===== config.mk =====
export PLATFORM = sky130hd
export DESIGN_NAME = qtmr_top
export DESIGN_NICKNAME = d
export VERILOG_FILES = /design/src/rtl/qtmr_pkg.sv /design/src/rtl/qtmr_prescale.sv /design/src/rtl/qtmr_channel.sv /design/src/rtl/qtmr_top.sv
export SDC_FILE = /design/constraint.sdc
export NUM_CORES = 1
export LEC_CHECK = 0
export BUFFER_PORTS_ARGS = -buffer_cell sky130_fd_sc_hd__clkbuf_2
export CORE_ASPECT_RATIO = 1.5
export CORE_MARGIN = 2
export CORE_UTILIZATION = 44
export CTS_BUF_LIST = sky130_fd_sc_hd__clkbuf_16
export DETAILED_ROUTE_END_ITERATION = 10
export PLACE_DENSITY_LB_ADDON = 0.12
export SYNTH_ARGS = -nofsm -noshare
export SYNTH_HDL_FRONTEND = slang
export SYNTH_SLANG_ARGS = --single-unit

===== constraint.sdc =====
create_clock -name clk -period 7.5 [get_ports clk]
set_input_delay 0.75 -clock clk [delete_from_list [all_inputs] [get_ports clk]]
set_output_delay 0.75 -clock clk [all_outputs]
set_load 0.01 [all_outputs]

===== src/rtl/qtmr_pkg.sv =====
package qtmr_pkg;

  localparam int CTRL_W  = 4;
  localparam int CB_EN   = 0;
  localparam int CB_PER  = 1;
  localparam int CB_D16  = 2;
  localparam int CB_D256 = 3;

  localparam logic [CTRL_W-1:0] CTRL_RESET = 4'b0010;

  typedef enum logic [1:0] {
    REG_LOAD  = 2'd0,
    REG_VALUE = 2'd1,
    REG_CTRL  = 2'd2,
    REG_CLEAR = 2'd3
  } reg_sel_e;

  // Select the count enable for a channel: the slow rate wins over the medium one.
  function automatic logic tick_pick(input logic [CTRL_W-1:0] ctrl,
                                     input logic t16, input logic t256);
    if (ctrl[CB_D256])     return t256;
    else if (ctrl[CB_D16]) return t16;
    else                   return 1'b1;
  endfunction

endpackage


===== src/rtl/qtmr_prescale.sv =====
module qtmr_prescale #(
  parameter int LO_LOG = 4,
  parameter int HI_LOG = 8
) (
  input  logic clk,
  input  logic rst_n,
  output logic tick_lo,
  output logic tick_hi
);

  logic [HI_LOG-1:0] phase_q;

  always_ff @(posedge clk or negedge rst_n) begin
    if (!rst_n) phase_q <= '0;
    else        phase_q <= phase_q + 1'b1;
  end

  assign tick_lo = &phase_q[LO_LOG-1:0];
  assign tick_hi = &phase_q;

  AST_TICK_NEST: assert property (@(posedge clk) disable iff (!rst_n)
    tick_hi |-> tick_lo);

  AST_TICK_SPACING: assert property (@(posedge clk) disable iff (!rst_n)
    tick_lo |=> !tick_lo);

endmodule


===== src/rtl/qtmr_channel.sv =====
module qtmr_channel
  import qtmr_pkg::*;
#(
  parameter int W = 24
) (
  input  logic              clk,
  input  logic              rst_n,
  input  logic              wr_load,
  input  logic              wr_value,
  input  logic              wr_ctrl,
  input  logic              wr_clear,
  input  logic [W-1:0]      wdata,
  input  logic              tick16,
  input  logic              tick256,
  output logic [W-1:0]      load_q,
  output logic [W-1:0]      count_q,
  output logic [CTRL_W-1:0] ctrl_q,
  output logic              irq
);

  logic         armed_q;
  logic         irq_q;
  logic         any_wr;
  logic         ack;
  logic         step;
  logic         expire;
  logic [W-1:0] nxt;

  // Count one step toward zero without wrapping.
  function automatic logic [W-1:0] count_step(input logic [W-1:0] c);
    return (c == '0) ? '0 : c - W'(1);
  endfunction

  assign any_wr = wr_load | wr_value | wr_ctrl | wr_clear;
  assign ack    = wr_load | wr_ctrl | wr_clear;
  assign step   = armed_q & tick_pick(ctrl_q, tick16, tick256);
  assign nxt    = count_step(count_q);
  assign expire = step & ~any_wr & (nxt == '0);
  assign irq    = irq_q;

  always_ff @(posedge clk or negedge rst_n) begin
    if (!rst_n) begin
      load_q  <= '1;
      count_q <= '0;
      ctrl_q  <= CTRL_RESET;
      armed_q <= 1'b0;
      irq_q   <= 1'b0;
    end else if (wr_load) begin
      load_q  <= wdata;
      count_q <= wdata;
      armed_q <= 1'b1;
      irq_q   <= 1'b0;
    end else if (wr_ctrl) begin
      ctrl_q <= wdata[CTRL_W-1:0];
      irq_q  <= 1'b0;
      if (wdata[CB_EN]) begin
        count_q <= load_q;
        armed_q <= 1'b1;
      end
    end else if (wr_clear) begin
      irq_q <= 1'b0;
      if (ctrl_q[CB_PER]) begin
        count_q <= load_q;
        armed_q <= 1'b1;
      end
    end else if (wr_value) begin
      count_q <= wdata;
    end else if (step) begin
      count_q <= nxt;
      if (expire) begin
        armed_q <= 1'b0;
        if (ctrl_q[CB_EN]) irq_q <= 1'b1;
      end
    end
  end

  AST_ACK_DROPS: assert property (@(posedge clk) disable iff (!rst_n)
    ack |=> !irq);

  AST_IRQ_HOLD: assert property (@(posedge clk) disable iff (!rst_n)
    (irq && !ack) |=> irq);

  AST_IRQ_NEEDS_EN: assert property (@(posedge clk) disable iff (!rst_n)
    $rose(irq) |-> ctrl_q[CB_EN]);

  AST_EXPIRE_DISARM: assert property (@(posedge clk) disable iff (!rst_n)
    expire |=> !armed_q);

  AST_NO_UNDERFLOW: assert property (@(posedge clk) disable iff (!rst_n)
    (step && !any_wr && count_q != '0) |=> (count_q == ($past(count_q) - W'(1))));

  AST_IDLE_STABLE: assert property (@(posedge clk) disable iff (!rst_n)
    (!armed_q && !any_wr) |=> $stable(count_q));

endmodule


===== src/rtl/qtmr_top.sv =====
module qtmr_top
  import qtmr_pkg::*;
#(
  parameter int NCH    = 4,
  parameter int CNT_W  = 24,
  parameter int ADDR_W = 8,
  parameter int DATA_W = 32
) (
  input  logic              clk,
  input  logic              rst_n,
  input  logic              wr_en,
  input  logic              rd_en,
  input  logic [ADDR_W-1:0] addr,
  input  logic [DATA_W-1:0] wdata,
  output logic [DATA_W-1:0] rdata,
  output logic [NCH-1:0]    irq
);

  localparam int CH_BITS = $clog2(NCH);
  localparam int CH_LSB  = 5;
  localparam int CH_MSB  = CH_LSB + CH_BITS - 1;

  logic [CH_BITS-1:0] ch_sel;
  reg_sel_e           reg_sel;
  logic               tick16;
  logic               tick256;
  logic               addr_unused;

  logic [CNT_W-1:0]  load_a  [NCH];
  logic [CNT_W-1:0]  count_a [NCH];
  logic [CTRL_W-1:0] ctrl_a  [NCH];

  assign ch_sel  = addr[CH_MSB:CH_LSB];
  assign reg_sel = reg_sel_e'(addr[3:2]);
  assign addr_unused = ^{addr[1:0], addr[4], addr[ADDR_W-1:CH_MSB+1], wdata[DATA_W-1:CNT_W]};

  qtmr_prescale #(.LO_LOG(4), .HI_LOG(8)) u_pre (
    .clk     (clk),
    .rst_n   (rst_n),
    .tick_lo (tick16),
    .tick_hi (tick256)
  );

  for (genvar c = 0; c < NCH; c++) begin : g_ch
    logic hit;
    assign hit = wr_en && (ch_sel == CH_BITS'(c));

    qtmr_channel #(.W(CNT_W)) u_ch (
      .clk      (clk),
      .rst_n    (rst_n),
      .wr_load  (hit && reg_sel == REG_LOAD),
      .wr_value (hit && reg_sel == REG_VALUE),
      .wr_ctrl  (hit && reg_sel == REG_CTRL),
      .wr_clear (hit && reg_sel == REG_CLEAR),
      .wdata    (wdata[CNT_W-1:0]),
      .tick16   (tick16),
      .tick256  (tick256),
      .load_q   (load_a[c]),
      .count_q  (count_a[c]),
      .ctrl_q   (ctrl_a[c]),
      .irq      (irq[c])
    );
  end

  always_ff @(posedge clk or negedge rst_n) begin
    if (!rst_n) begin
      rdata <= '0;
    end else if (rd_en) begin
      unique case (reg_sel)
        REG_LOAD:  rdata <= DATA_W'(load_a[ch_sel]);
        REG_VALUE: rdata <= DATA_W'(count_a[ch_sel]);
        REG_CTRL:  rdata <= DATA_W'(ctrl_a[ch_sel]);
        default:   rdata <= '0;
      endcase
    end
  end

  AST_RD_HOLD: assert property (@(posedge clk) disable iff (!rst_n)
    !rd_en |=> $stable(rdata));

endmodule


==> summary.md, run 1 <==
| Metric | Value |
|---|---|
| Worst Setup End Kind | `register` |
| Max Cap Viol | `0` |
| DP Area | `about 16000 um^2` |
| Critical-path cell list | `inv_1 > ha_1 > nor3b_1 > nand4_1 > o31ai_1 > o311ai_0 > nor4_1 > o211ai_1 > o2bb2ai_1` |
| Std cell rows | `84` |
| Reg clk slew, reported paths | `~0.070 ns` |
| CP Max Fanout | `10` |
| Wire per inst | `about 26 um` |
| Post-route cell area | `roughly 17000 um^2` |
| Mapped Avg Cell Area | `approximately 9.6 um^2` |
| Initial antenna violation count | `0` |
| Asr flop ratio synth | `100%` |
| Register Area | `between 6000 and 7000 um^2` |
| Top-level I/O count | `80` |
| Port buffer count | `59` |
| # fillers | `3324` |
| Number of H-tree levels | `1` |
| CP Buf/Inv Count | `1` |
| Top cells by area, synth | `dfrtp_1 24%, dfstp_2 17%, mux2_2 8.0%` |
| GRT Overall Usage | `approximately 30%` |
| Leakage | `roughly 0.0065 uW` |
| Synth area leader | `dfrtp_1` |
| Required @ worst endpoint | `roughly 7.9 ns` |
| Post-synth EDFFs | `0` |
| Maximum vdd drop | `between 0.00015 and 0.0002 V` |
| Post-DRT Antenna Nets | `0` |
| Multi-input logic area | `approximately 8400 um^2` |
| Sum Neg Setup Slack | `0 ns` |
| Least-Margin Pin Slew | `between 1 and 1.5 ns` |
| GRT overflow | `0` |
| First-pass GRT wire length | `about 80 mm` |
| Setup Fix Bufs, Post-CTS | `0` |
| Sink Count | `248` |
| Worst path arrival time | `between 4 and 5 ns` |
| CTS root buf | `clkbuf_16` |
| Share of cells above drive strength 1 | `around 25%` |
| Pre-antenna DRT Iters | `5` |
| Worst skew pair latency | `0.58 ns` |
| Placer congestion estimate | `approximately 0.96` |
| CTS tree | `built` |
| Netlist cell types | `80` |
| Area of the die | `36600 um^2` |
| # DRC | `0` |
| CP top delay family | `simple AND/OR/NAND/NOR gates` |
| Crit Path Class | `register to register` |
| Worst Clk Skew | `between 0.02 and 0.025 ns` |
| Rel. slew slack | `25.6%` |
| Hold Crit Class | `input pin to asynchronous set/reset pin` |
| P per Cell Area | `around 350 nW/um^2` |
| YS warnings | `0` |
| Starting density of the core | `roughly 44%` |
| Area growth syn-to-layout | `8.89%` |
| Gate count after technology mapping | `between 1500 and 2000` |
| Die X | `around 160 um` |
| Most frequent cells after synthesis | `182 x a21oi_1, 148 x dfrtp_1, 144 x nor2_1` |
| Final Critical Period | `~4.1 ns` |
| Nets | `1648` |
| Vias | `roughly 13000` |
| Syn Std Cell Area | `15400 um^2` |
| Final wirelength | `between 50 and 60 mm` |
| Largest stage delay, worst path | `0.63 ns` |
| Startpoint Class | `register` |
| Hold Violations, Final | `0` |
| Most frequent cell after synthesis | `a21oi_1` |
| Unrepaired setup endpoints after global routing | `false` |
| Cts hold-fix bufs | `0` |
| Yosys reg bits | `about 250` |
| Seq/Total Area, Yosys | `41.0%` |
| Number of inserted diodes | `0` |
| Main synth FF type | `dfrtp_1` |
| Vias in the first global route | `12675` |
| Highest Clock Rate | `roughly 240 MHz` |
| Dpl hpwl | `38.6 mm` |
| Status | `finished, final reports clean` |
| Final period util | `about 54%` |
| DR iter-0 viols | `roughly 1200` |
| CTS buffer count | `26` |
| Clk buf depth | `3` |
| Die span in y | `~230 um` |
| Final setup violation count | `0` |
| Max-slew violations | `0` |
| Core Box Area | `34800 um^2` |
| Post-synth top area share | `around 24%` |
| Largest net degree at the start of global routing | `109` |
| CP max stage cell | `nor4_1` |
| Vias/cell | `~6.3` |
| Post-CTS resize count | `0` |
[state kept, by name, indices dropped and copies added, names as in the netlist]
name	count
rdata	24
g_ch.u_ch.count_q	96
g_ch.u_ch.ctrl_q	16
g_ch.u_ch.armed_q	4
g_ch.u_ch.load_q	96
g_ch.u_ch.irq	4
u_pre.phase_q	8
[stage by stage]
| step | power, uW | setup WS (ns) | util [%] | hold WS (ns) | std cells |
|---|---|---|---|---|---|
| 2_1_floorplan | 3720 | 4.83 | - | 0.438 | 1615 |
| 3_5_place_dp | 4500 | 3.59 | 45.9 | 0.456 | 2041 |
| 5_1_grt | 6150 | 3.35 | 48.3 | 0.293 | 2089 |
| 4_1_cts | 5820 | 3.60 | 48.3 | 0.271 | 2089 |
| 3_3_place_gp | 4450 | 3.63 | 45.9 | 0.456 | 2041 |
| 6_report | 5850 | 3.41 | 48.3 | 0.203 | 2089 |
[layer usage]
layer  vias to the layer above  GRT usage, %  part of all wire [%]
li1                       5962             -                     -
met1                      6573          36.6                    38
met2                       542          50.2                    49
met3                       158          4.21                   6.1
met4                         0          18.0                   6.9
met5                         -             0                     0
[area by class of cell]
type | count | share of cell area (%)
flip-flops and latches | 248 | 37.7
clock buffers | 26 | 3.87
well taps | 473 | 3.52
inverters | 46 | 1.03
clock inverters | 22 | 1.10
multi-input cells | 1192 | 49.9
repair buffers | 82 | 2.88
[worst register-to-register path: stages (launching register included)]
cell and delay, ns:
dfrtp_1 0.49, inv_1 0.16, ha_1 0.47, nor3b_1 0.42, nand4_1 0.42, o31ai_1 0.58
o311ai_0 0.23, nor4_1 0.63, o211ai_1 0.35, o2bb2ai_1 0.23
[kinds of logic after synthesis]
family          count (synthesis)  share of synthesized area, %
simple gates                  468                          15.8
fa+ha+maj                       8                         0.649
compound gates                495                          18.9
buf+inv                       175                          4.84
flops                         248                          41.0
xor+xnor                       26                          1.48
other cells                     1                        0.0243
mux                           187                          17.2
[cells in the final DEF (no fill, tap or decap), types with 14 or more instances in the layout]
| master | instances |
|---|---|
| mux2_2 | 109 |
| inv_1 | 50 |
| nor3_1 | 44 |
| a31oi_1 | 28 |
| nand3_1 | 21 |
| mux2i_1 | 26 |
| mux4_2 | 52 |
| xnor2_1 | 20 |
| nand4_1 | 18 |
| nor2b_1 | 22 |
| o21ai_0 | 137 |
| a21oi_1 | 181 |
| clkbuf_16 | 26 |
| dfrtp_1 | 148 |
| dfstp_2 | 100 |
| nor2_1 | 142 |
| nor4_1 | 22 |
| clkbuf_2 | 56 |
| buf_4 | 25 |
| a22o_1 | 15 |
| o32a_1 | 14 |
| o22ai_1 | 40 |
| nand2_1 | 93 |
| nand2b_1 | 16 |
| or3_1 | 15 |
[report_power, final]
part,switching [uW],total [uW],internal [uW],leakage (uW)
Clock,589,1320,733,0.000425
Combinational,1160,2020,859,0.00315
Sequential,669,2510,1840,0.00290
Total,2420,5850,3430,0.00647
[final timing paths]
| kind | from | end | slack [ns] | cells after the start |
|---|---|---|---|---|
| setup / recovery | g_ch[0].u_ch.count_q[0]$_DFFE_PN0P_ | g_ch[0].u_ch.armed_q$_DFFE_PN0P_ | 3.41 | 9 |
| setup reg to reg | g_ch[0].u_ch.count_q[0]$_DFFE_PN0P_ | g_ch[0].u_ch.armed_q$_DFFE_PN0P_ | 3.41 | 9 |
| max in group asynchronous | rst_n | g_ch[2].u_ch.ctrl_q[2]$_DFFE_PN0P_ | 5.65 | 2 |
| hold reg to reg | u_pre.phase_q[5]$_DFF_PN0_ | u_pre.phase_q[5]$_DFF_PN0_ | 0.47 | 1 |
| hold / removal | rst_n | rdata[13]$_DFFE_PN0P_ | 0.20 | 1 |
| min in group clk | u_pre.phase_q[5]$_DFF_PN0_ | u_pre.phase_q[5]$_DFF_PN0_ | 0.47 | 1 |
No activity file was read; power rests on OpenSTA's default activity.
==> run 2, diff against run 1 <==
Settings changed: ABC_AREA from default to 1.
Clock period 7.5 ns to 4 ns, I/O delays scaled along.
==> summary.md, run 2 <==
| Metric | Value |
|---|---|
| Least-Margin Pin Slew | `about 1.1 ns` |
| Critical-path cell list | `nor2_2 > nand2_1 > nor2_1 > nand3_2 > nand2_1 > nand3_1 > nor2_1 > nand4_1 > nor2_1 > nand4_1 > a21oi_1` |
| DR top layer | `met4` |
| Setup ws final | `about 1.0 ns` |
| Syn Std Cell Area | `around 16000 um^2` |
| Nets | `about 2300` |
| Hold_ws | `~0.11 ns` |
| Worst skew pair latency | `~0.57 ns` |
| Initial antenna violation count | `1` |
| Post-CTS resize count | `0` |
| CP max stage cell | `nand3_2` |
| Max-slew violations | `0` |
| Top Registers | `g_ch.u_ch.count_q x96, g_ch.u_ch.load_q x96, rdata x24` |
| Startpoint Class | `register` |
| Required @ worst endpoint | `roughly 4.5 ns` |
| Top cells by area, synth | `dfrtp_1 23%, dfstp_2 16%, nand2_1 10%` |
| Final wirelength | `around 67 mm` |
| Final Critical Period | `about 3.0 ns` |
| Final setup violation count | `0` |
| YS warnings | `0` |
| Commonest cells after routing, fill and taps aside | `447 x nand2_1, 275 x nor2_1, 264 x inv_1` |
| Netlist cell types | `50` |
| Clk buf depth | `3` |
| Tot Pwr | `11200 uW` |
| Worst Setup End Kind | `register` |
| Port buffer count | `59` |
| First-pass GRT wire length | `99.3 mm` |
| Yosys reg bits | `~250` |
| Placer congestion estimate | `just over 1` |
| Sink Count | `roughly 250` |
| Detailed-routed wire length on met3 | `approximately 4.2 mm` |
| Hold Crit Class | `input pin to register` |
| Largest stage delay, worst path | `0.51 ns` |
| Routed wl met2 | `around 32 mm` |
| Vias/cell | `between 6 and 7` |
| Vias in the first global route | `around 16000` |
| Core Box Area | `about 36000 um^2` |
| P per Cell Area | `approximately 630 nW/um^2` |
| Most frequent cell after synthesis | `nand2_1` |
| Vias | `about 17000` |
| Asr flop ratio synth | `between 90% and 100%` |
| Std cell rows | `between 80 and 90` |
| Wire per inst | `approximately 24 um` |
| Post-synth top area share | `23.0%` |
| WL met1 | `~25 mm` |
| GRT Overall Usage | `between 30% and 40%` |
| Most common cell after layout, fill and taps aside | `nand2_1` |
| Largest net degree at the start of global routing | `99` |
| Main synth FF type | `dfrtp_1` |
| Most frequent cells after synthesis | `448 x nand2_1, 277 x nor2_1, 260 x inv_1` |
| Sum Neg Setup Slack | `0 ns` |
| Leakage | `around 0.0080 uW` |
| GRT overflow | `0` |
| Dpl hpwl | `between 50 and 60 mm` |
| # fillers | `3687` |
| Share of cells above drive strength 1 | `about 14%` |
| Max Cap Viol | `0` |
| Post-place setup slack | `about 0.87 ns` |
| CTS root buf | `clkbuf_16` |
| Area of the die | `38200 um^2` |
| Pre-antenna DRT Iters | `5` |
| Maximum vdd drop | `0.000435 V` |
| Hold Violations, Final | `0` |
| Worst Hold Depth | `3` |
| Die X | `about 160 um` |
| Reg clk slew, reported paths | `around 0.060 ns` |
| DR iter-0 viols | `roughly 1600` |
| Worst Clk Skew | `between 0.015 and 0.02 ns` |
| Area growth syn-to-layout | `9.72%` |
| Seq/Total Area, Yosys | `39.3%` |
| Highest Clock Rate | `~340 MHz` |
| Gate count after technology mapping | `2227` |
| CTS buffer count | `27` |
| Unrepaired setup endpoints after global routing | `false` |
| Starting density of the core | `~45%` |
| # DRC | `0` |
| CP Max Fanout | `25` |
| Die span in y | `approximately 240 um` |
| CTS tree | `built` |
| Most frequent CP cell | `nor2_1` |
| Worst path arrival time | `about 3.5 ns` |
| R2R depth | `11` |
| Post-synth EDFFs | `0` |
| Status | `finished, final reports clean` |
| Rel. slew slack | `~29%` |
| Number of H-tree levels | `1` |
| Crit Path Class | `register to register` |
| Final period util | `73.9%` |
| Mapped Avg Cell Area | `just over 7 um^2` |
| Synth area leader | `dfrtp_1` |
| Post-DRT Antenna Nets | `0` |
| Top-level I/O count | `80` |
## run 2: timing repair
action	CTS	global route
hold endpoints to repair	74	0
buffers inserted	0	0
hold buffers	1	0
## run 2: path summary, 6_finish.rpt
check,startpoint,endpoint,slack (ns)
worst max register to register,g_ch[1].u_ch.count_q[9]$_DFFE_PN0P_,g_ch[1].u_ch.irq$_DFFE_PN0P_,1.04
worst min register to register,u_pre.phase_q[0]$_DFF_PN0_,u_pre.phase_q[0]$_DFF_PN0_,0.45
worst min-delay path,wdata[10],g_ch[2].u_ch.load_q[10]$_DFFE_PN1P_,0.11
worst max-delay path,g_ch[1].u_ch.count_q[9]$_DFFE_PN0P_,g_ch[1].u_ch.irq$_DFFE_PN0P_,1.04
max in group asynchronous,rst_n,g_ch[2].u_ch.load_q[10]$_DFFE_PN1P_,2.49
min in group asynchronous,rst_n,g_ch[1].u_ch.ctrl_q[0]$_DFFE_PN0P_,0.43
## run 2: area by class of cell
type                    count  area (um^2)  area share, %
clock buffers              27          676           3.82
diodes                      1         2.50         0.0141
clock inverters            23          191           1.08
repair buffers             95          591           3.34
flip-flops and latches    248         6330           35.8
inverters                 275         1040           5.86
multi-input cells        1604         8260           46.7
well taps                 478          598           3.38
## run 2: metrics by stage
step	util, %	area (um^2)	instances
6_report	49.1	17700	2751
5_1_grt	49.1	17700	2750
4_1_cts	49.1	17700	2750
3_5_place_dp	46.6	16800	2699
3_3_place_gp	46.6	16800	2699
2_1_floorplan	-	16100	2234
## run 2: routing by layer
layer / up-vias / global-route usage, %
met5: - / 0
met4: 0 / 25.1
li1: 7594 / -
met1: 7964 / 41.1
met3: 209 / 4.00
met2: 740 / 58.4
## run 2: cells by family (layout without fill, tap and decap cells)
group / count (synthesis) / in the layout / synth area share, %
other: 1 / 9 / 0.0233
and+or+nand+nor: 1007 / 1007 / 27.0
buffers and inverters: 382 / 420 / 9.69
AOI/OAI and AO/OA: 538 / 538 / 20.8
xor gates and xnor gates: 28 / 28 / 1.52
adders and majority gates: 8 / 8 / 0.621
muxes: 15 / 15 / 1.05
DFF: 248 / 248 / 39.3
## run 2: worst max-delay path: cells and delay by family (launching register included)
| kind | cells | cell delay (ns) |
|---|---|---|
| AND/OR/NAND/NOR | 10 | 2.32 |
| flip-flops | 1 | 0.44 |
| AO/OA/AOI/OAI | 1 | 0.15 |
## run 2: power breakdown
| group | switching (uW) | internal [uW] | total, uW | leakage (uW) |
|---|---|---|---|---|
| registers | 751 | 3450 | 4200 | 0.00275 |
| clock network | 1140 | 1420 | 2560 | 0.000438 |
| logic | 3000 | 1390 | 4390 | 0.00483 |
==> run 3, diff against run 2 <==
Clock period 4 ns to 2.8 ns, I/O delays scaled along.
==> summary.md, run 3 (same netlist as run 2, synthesis figures left out) <==
| Metric | Value |
|---|---|
| DR top layer | `met5` |
| CTS tree | `built` |
| Die span in y | `between 200 and 250 um` |
| Clk buf depth | `3` |
| Vias in the first global route | `about 16000` |
| CTS buffer count | `28` |
| Rel. slew slack | `44.6%` |
| CP Max Fanout | `12` |
| Net Sw Frac | `43.7%` |
| R2R depth | `15` |
| Power share of the clock group | `22.3%` |
| R2R Setup Slk | `roughly 0.19 ns` |
| Top-level I/O count | `80` |
| Reg2Reg Capture Point | `g_ch[2].u_ch.irq$_DFFE_PN0P_` |
| Leakage | `0.00830 uW` |
| Starting density of the core | `44.7%` |
| Worst Setup End Kind | `register` |
| DP Cell Count | `around 2700` |
| Vias/cell | `between 5 and 6` |
| Hold Violations, Final | `0` |
| Unrepaired setup endpoints after global routing | `false` |
| Status | `finished, final reports clean` |
| P_sw | `between 7000 and 8000 uW` |
| Number of H-tree levels | `1` |
| GRT overflow | `0` |
| Fin cells | `between 2000 and 3000` |
| Setup Fix Bufs, Post-CTS | `0` |
| Sum Neg Setup Slack | `0 ns` |
| Detailed-routed wire length on met3 | `4.53 mm` |
| Required @ worst endpoint | `approximately 3.3 ns` |
| Int Pwr | `roughly 9100 uW` |
| Die X | `approximately 160 um` |
| Area growth syn-to-layout | `12.8%` |
| Largest net degree at the start of global routing | `between 70 and 80` |
| Most common cell after layout, fill and taps aside | `nand2_1` |
| WL met1 | `24.7 mm` |
| Worst Hold Depth | `3` |
| Commonest cells after routing, fill and taps aside | `448 x nand2_1, 272 x nor2_1, 269 x inv_1` |
| Final Critical Period | `2.61 ns` |
| Pre-antenna DRT Iters | `6` |
| # DRC | `0` |
| Vias | `approximately 17000` |
| Post-DRT Antenna Nets | `0` |
| Worst r2r src | `g_ch[2].u_ch.count_q[0]$_DFFE_PN0P_` |
| Dpl hpwl | `between 50 and 60 mm` |
| Fin util | `about half` |
| Initial antenna violation count | `1` |
| Hold_sp | `wdata[13]` |
| Placer congestion estimate | `~1.0` |
| Share of power burned in registers | `37.0%` |
| DR iter-0 viols | `around 1700` |
| Worst skew pair latency | `0.58 ns` |
| Final setup violation count | `0` |
| Maximum vdd drop | `around 0.00057 V` |
| First-pass GRT wire length | `roughly 100 mm` |
| Port buffer count | `a little under 60` |
| Max Cap Viol | `0` |
| Nets | `about 2400` |
| Hold Crit Class | `input pin to register` |
| Gate power share | `approximately two fifths` |
| Final wirelength | `around 67 mm` |
| Final period util | `93.3%` |
| Least-Margin Pin Slew | `about 0.83 ns` |
| Top Registers | `g_ch.u_ch.count_q x96, g_ch.u_ch.load_q x96, rdata x24` |
| GRT Overall Usage | `about a third` |
| Wire per inst | `24.0 um` |
| Reg clk slew, reported paths | `~0.060 ns` |
| Worst path arrival time | `about 3.1 ns` |
| Area of the die | `38200 um^2` |
| P per Cell Area | `around 900 nW/um^2` |
| Number of inserted diodes | `0` |
| CTS root buf | `clkbuf_16` |
| Hold EP | `g_ch[2].u_ch.load_q[13]$_DFFE_PN1P_` |
| Highest Clock Rate | `around 380 MHz` |
| Std cell rows | `85` |
| Share of cells above drive strength 1 | `between 15 and 20%` |
| Startpoint Class | `register` |
| Crit Path Class | `register to register` |
| Worst Clk Skew | `between 0.015 and 0.02 ns` |
| Core Box Area | `~36000 um^2` |
| Sink Count | `about 250` |
| Routed wl met2 | `31.9 mm` |
| Max-slew violations | `0` |
[run 3: cell type report]
| cell class | count | area, um^2 |
|---|---|---|
| Inverter | 275 | 1040 |
| Timing Repair Buffer | 146 | 1090 |
| Sequential cell | 248 | 6330 |
| Fill cell | 3641 | 17900 |
| Clock inverter | 24 | 170 |
| Clock buffer | 28 | 701 |
| Multi-Input combinational cell | 1604 | 8270 |
| Tap cell | 478 | 598 |
[run 3: per-layer routing]
metal  global-route usage [%]  vias up
met2                     58.4      835
met4                     26.3        2
met5                        0        -
met3                     4.33      234
li1                         -     7671
met1                     40.7     7871
[run 3: worst max-delay path, cell delays in order, from the launching register on]
cell and delay, ns:
dfrtp_1 0.37, inv_1 0.20, ha_1 0.28, nand2_1 0.08
nor2_1 0.13, nand3_2 0.27, nand3_1 0.20, nand2_1 0.06
nor2_1 0.21, nand3_1 0.11, nor2_1 0.10, nand2_1 0.18
nand2_1 0.13, nand2_1 0.06, nand2_1 0.06, nand2_1 0.04
[run 3: per-stage QoR]
stage,power [uW],hold slack [ns],setup slack (ns),area [um^2]
after detailed placement,12400,0.261,0.163,17300
final,16100,0.0247,0.189,18200
after global placement,12300,0.262,0.204,17300
after CTS,16000,0.00642,0.149,18200
after global routing,17100,0.0292,0.0163,18200
after floorplan,9890,-0.0156,0.774,16100
[run 3: how the worst max path moves through the flow]
stage	start	end	slack (ns)	depth (start not counted)
2_1_floorplan	g_ch[3].u_ch.count_q[0]$_DFFE_PN0P_	g_ch[3].u_ch.irq$_DFFE_PN0P_	0.77	16
3_3_place_gp	g_ch[1].u_ch.count_q[0]$_DFFE_PN0P_	g_ch[1].u_ch.armed_q$_DFFE_PN0P_	0.20	15
3_5_place_dp	g_ch[1].u_ch.count_q[0]$_DFFE_PN0P_	g_ch[1].u_ch.irq$_DFFE_PN0P_	0.16	14
4_1_cts	g_ch[1].u_ch.count_q[0]$_DFFE_PN0P_	g_ch[1].u_ch.irq$_DFFE_PN0P_	0.15	14
5_1_grt	g_ch[0].u_ch.count_q[0]$_DFFE_PN0P_	g_ch[0].u_ch.irq$_DFFE_PN0P_	0.02	14
6_report	g_ch[2].u_ch.count_q[0]$_DFFE_PN0P_	g_ch[2].u_ch.irq$_DFFE_PN0P_	0.19	15
[run 3: what timing repair did]
action / in CTS / in global routing
gates resized for setup: 0 / 3
endpoints found under the hold margin: 34 / 0
setup endpoints to repair: 0 / 3
hold buffers: 6 / 0
[run 3: power groups by stage]
stage | registers (uW) | logic [uW] | clock network, uW
finish | 5970 | 6580 | 3600
global route | 6090 | 7200 | 3780
CTS | 5940 | 6450 | 3650
detailed placement | 5990 | 6410 | 0
global placement | 5960 | 6340 | 0
floorplan | 5670 | 4220 | 0
